$ cat config.mk
export PLATFORM = sky130hd
export DESIGN_NAME = mod3_scan_counter
export DESIGN_NICKNAME = d
export VERILOG_FILES = /design/src/rtl/mod3_scan_pkg.sv /design/src/rtl/mod3_core.sv /design/src/rtl/scan_dff.sv /design/src/rtl/mod3_scan_counter.sv
export SDC_FILE = /design/constraint.sdc
export NUM_CORES = 1
export LEC_CHECK = 0
export ABC_AREA = 1
export ABC_CLOCK_PERIOD_IN_PS = 1600
export CELL_PAD_IN_SITES_DETAIL_PLACEMENT = 1
export CELL_PAD_IN_SITES_GLOBAL_PLACEMENT = 2
export CORE_AREA = 4 4 41 43
export DETAILED_ROUTE_END_ITERATION = 12
export DIE_AREA = 0 0 45 47
export GPL_ROUTABILITY_DRIVEN = 0
export PLACE_DENSITY_LB_ADDON = 0.08
export SYNTH_ARGS = -nofsm -noshare
export SYNTH_HDL_FRONTEND = slang
export SYNTH_SLANG_ARGS = --single-unit
$ cat constraint.sdc
create_clock -name clk -period 1.6 [get_ports clk]
set_input_delay 0.32 -clock clk [delete_from_list [all_inputs] [get_ports clk]]
set_output_delay 0.32 -clock clk [all_outputs]
set_load 0.05 [all_outputs]
$ cat src/rtl/mod3_scan_pkg.sv
package mod3_scan_pkg;
  localparam int STATE_W = 2;
  typedef logic [STATE_W-1:0] st_t;

  localparam st_t ST_IDLE = 2'b00;
  localparam st_t ST_ONE  = 2'b01;
  localparam st_t ST_TERM = 2'b10;
  localparam st_t ST_SPARE = 2'b11;

  // Next state of the counter core: clear wins, then count, else hold.
  function automatic st_t core_next(input logic en, input logic clear, input st_t pres);
    st_t n;
    if (clear)        n = ST_IDLE;
    else if (!en)     n = pres;
    else begin
      case (pres)
        ST_IDLE: n = ST_ONE;
        ST_ONE:  n = ST_TERM;
        default: n = ST_IDLE; // 10 wraps, spare 11 recovers
      endcase
    end
    return n;
  endfunction

  function automatic logic core_term(input st_t pres);
    return (pres == ST_TERM);
  endfunction
endpackage

$ cat src/rtl/mod3_core.sv
module mod3_core
  import mod3_scan_pkg::*;
(
  input  logic cnt_en,
  input  logic clr,
  input  st_t  pres,
  output st_t  nxt,
  output logic term
);
  always_comb begin
    nxt  = core_next(cnt_en, clr, pres);
    term = core_term(pres);
  end
endmodule

$ cat src/rtl/scan_dff.sv
module scan_dff #(
  parameter logic RST_VAL = 1'b0
) (
  input  logic clk,
  input  logic rst_n,
  input  logic test_ctl,
  input  logic d,
  input  logic sd,
  output logic q
);
  logic sel_d;
  assign sel_d = test_ctl ? d : sd;

  always_ff @(posedge clk or negedge rst_n) begin
    if (!rst_n) q <= RST_VAL;
    else        q <= sel_d;
  end
endmodule

$ cat src/rtl/mod3_scan_counter.sv
module mod3_scan_counter
  import mod3_scan_pkg::*;
(
  input  logic clk,
  input  logic rst_n,
  input  logic cnt_en,
  input  logic clr,
  input  logic test_ctl,
  input  logic scan_in,
  output logic scan_out,
  output logic term
);
  st_t state;
  st_t nxt;

  mod3_core u_core (
    .cnt_en(cnt_en),
    .clr   (clr),
    .pres  (state),
    .nxt   (nxt),
    .term  (term)
  );

  // Chain position i: 0 is Q1 (MSB), last is Q2 (LSB).
  for (genvar i = 0; i < STATE_W; i++) begin : g_chain
    localparam int BIT = STATE_W - 1 - i;
    logic sd_w;
    if (i == 0) begin : g_head
      assign sd_w = scan_in;
    end else begin : g_link
      assign sd_w = state[BIT+1];
    end
    scan_dff #(.RST_VAL(ST_IDLE[BIT])) u_sff (
      .clk     (clk),
      .rst_n   (rst_n),
      .test_ctl(test_ctl),
      .d       (nxt[BIT]),
      .sd      (sd_w),
      .q       (state[BIT])
    );
  end

  assign scan_out = state[0];

  // Named events for the checks below.
  logic clr_evt, step_evt, hold_evt, shift_evt;
  assign clr_evt   = test_ctl & clr;
  assign step_evt  = test_ctl & ~clr & cnt_en;
  assign hold_evt  = test_ctl & ~clr & ~cnt_en;
  assign shift_evt = ~test_ctl;

  a_r2_clear: assert property (@(posedge clk) disable iff (!rst_n)
    clr_evt |=> state == ST_IDLE);

  a_r3_advance_idle: assert property (@(posedge clk) disable iff (!rst_n)
    step_evt && state == ST_IDLE |=> state == ST_ONE);

  a_r3_advance_one: assert property (@(posedge clk) disable iff (!rst_n)
    step_evt && state == ST_ONE |=> state == ST_TERM);

  a_r8_wrap_high: assert property (@(posedge clk) disable iff (!rst_n)
    step_evt && state[STATE_W-1] |=> state == ST_IDLE);

  a_r4_hold: assert property (@(posedge clk) disable iff (!rst_n)
    hold_evt |=> $stable(state));

  a_r6_shift: assert property (@(posedge clk) disable iff (!rst_n)
    shift_evt |=> (state[STATE_W-1] == $past(scan_in)) &&
                  (state[STATE_W-2:0] == $past(state[STATE_W-1:1])));

  a_r5_term_code: assert property (@(posedge clk) disable iff (!rst_n)
    term |-> (state[STATE_W-1] && !scan_out));
endmodule

==> run metrics <==
outcome completed; CTS tree done; post-place setup slack 287.2 ps; Yosys top cell by area dfrtp_1; critical path class register to output port; Clock Sinks 2; startpoint types register; initial antenna violation count 0; MaxCap Viol Count 0; post-CTS setup buffers 0; FP Rows 13; peak supply drop 0.3834 mV; multi-input logic area 87.58 µm²; fin nets 43; post-CTS resize count 0; Finish-stage setup viols 0; register bit total from synthesis 2; Distinct cells, synth 7; combinational power share 32.3%; max_slew headroom 83.72%; n_diodes 0; Worst Path Max Fanout 5; clk_skew 1.227 ps; endpoint type of the worst setup path output port; Final Routed Wirelength 434 µm; fraction of registers with async set/reset 100.0%; pin count of the biggest net entering global routing 6; Avg Cell Area, Syn 6.156 µm²; Ys Warns 0; ANT nets after route 0; Pleak 0.0001412 µW; Post-Synthesis Cells 25; Port Buffers 7; list of most frequent post-synthesis cells nand2_1, inv_1, nor2_1; # fillers 160; Core Footprint 0.001301 mm²; Internal Pwr Total 180.2 µW; CTS Buf Count 3; total power 260.8 µW; pwr dens 906.2 mW/mm²; register area 50.05 µm²; Fmax 756.7 MHz; worst flop-to-flop path startpoint g_chain[1].u_sff.q$_DFFE_PN0P_; Post-synth EDFFs 0; Pins Over Slew Limit 0; R2R depth 6; share of cells above drive strength 1 31.43%; Avg WL per Cell 8.680 µm; Period minus WS final 1321 ps; drt drc 0; Mapped Nets 31; post-synth top area share 32.52%; Critical Path RT 1280 ps; Setup TNS Final 0 ps; sequential fraction of design power 25.3%; Layout Area Growth over Synthesis 86.99%; num ports 8; Tcrit/Tclk final 82.59%; Clk pin slew, worst setup/hold paths 30 ps; vias in the first global route 214; largest register by flop count g_chain.u_sff.q; first-pass GRT wire length 807 µm; htree depth 1; biggest regs g_chain.u_sff.q x2; 1st-iter DRT viols 0; Remaining Overflow, GRT 0; Hold Violations, Final 0; DIE AREA 0.002115 mm²; fraction of the yosys area taken by sequential cells 32.52%; GRT Util Overall 5.687%; clock root buffer master clkbuf_4; TritonRoute pass-1 iters 1; hold-fix buffer count after cts 0; Clk network pwr share 42.4%; capturing point of the worst reg2reg path g_chain[0].u_sff.q$_DFFE_PN0P_; Sw Ratio 30.90%; Starting Density 11.83%; worst path arrival time 1000 ps; die height 47 µm; RSZ-0062 raised after global routing false; predominant post-synthesis flop cell dfrtp_1; final worst slack 278.5 ps; max reg flops 2; worst slew pin tran 244.3 ps; Synth area leaders dfrtp_1, nand2_1, nor2_4; Vias 171; Die X 45 µm; Via density 3.420; top-count cell post-synth nand2_1; synthesized cell area 153.9 µm²; Clock Path Buffers 2; Worst R2R Setup Slack 720 ps; Hold Path Class input port to async pin; switching pwr 80.58 µW; Final HPWL DP 366.1 µm; clk_lat worst skew 220 ps
[power groups by stage]
stage	clock network [µW]	logic [µW]	registers (µW)
finish	111	84.2	66.1
global route	118	91.8	67.3
CTS	117	85.8	66.4
detailed placement	0	85.6	66.9
global placement	0	85.1	67.1
floorplan	0	31.1	73.6
[worst max-delay path: stages (launching register included)]
cell     delay (ps)
dfrtp_1         450
nor2_2          180
buf_12          150
[cell families (layout without fill, tap and decap cells)]
kind of cell	Yosys count	in the layout	share of synthesized area, %
buf+inv	5	15	12.20
flops	2	2	32.52
simple gates	18	18	55.28
[metrics by stage]
stage               cell area [µm²]  std cells  utilization [%]  hold WS [ps]
global placement              265.3         47            20.38         489.4
global route                  287.8         50            22.12         268.3
detailed placement            265.3         47            20.38         493.3
floorplan                     156.4         25                -         24.41
CTS                           287.8         50            22.12         256.4
finish                        287.8         50            22.12         261.3
[layout by cell type (no fill, tap or decap)]
cell,Yosys,routed
inv_2,2,2
nor2_4,2,2
clkdlybuf4s50_1,0,5
nor2_2,0,1
nand2_2,1,1
dfrtp_1,2,2
clkbuf_4,0,3
nand2_1,12,12
buf_12,0,2
nor2_1,3,2
inv_1,3,3
[cell type report]
| type | count | area share (%) |
|---|---|---|
| Multi-Input combinational cell | 18 | 30.43 |
| Timing Repair Buffer | 7 | 31.30 |
| Clock buffer | 3 | 7.826 |
| Tap cell | 15 | 6.522 |
| Sequential cell | 2 | 17.39 |
| Inverter | 5 | 6.522 |
[metal layers]
| layer | global-route usage (%) | routed length [µm] |
|---|---|---|
| met4 | 7.018 | 16 |
| met3 | 1.149 | 10 |
| met2 | 9.040 | 248 |
| met1 | 5.682 | 160 |
| met5 | 0 | 0 |
[worst max-delay path by stage]
stage                                    from                             end  slack, ps  depth (start not counted)
2_1_floorplan  g_chain[1].u_sff.q$_DFFE_PN0P_                            term        180                          1
3_3_place_gp                              clr  g_chain[0].u_sff.q$_DFFE_PN0P_        290                          7
3_5_place_dp                              clr  g_chain[1].u_sff.q$_DFFE_PN0P_        290                          7
4_1_cts        g_chain[1].u_sff.q$_DFFE_PN0P_                            term        260                          2
5_1_grt        g_chain[0].u_sff.q$_DFFE_PN0P_                            term        230                          3
6_report       g_chain[1].u_sff.q$_DFFE_PN0P_                            term        280                          2
(Power assumes the default switching activity.)
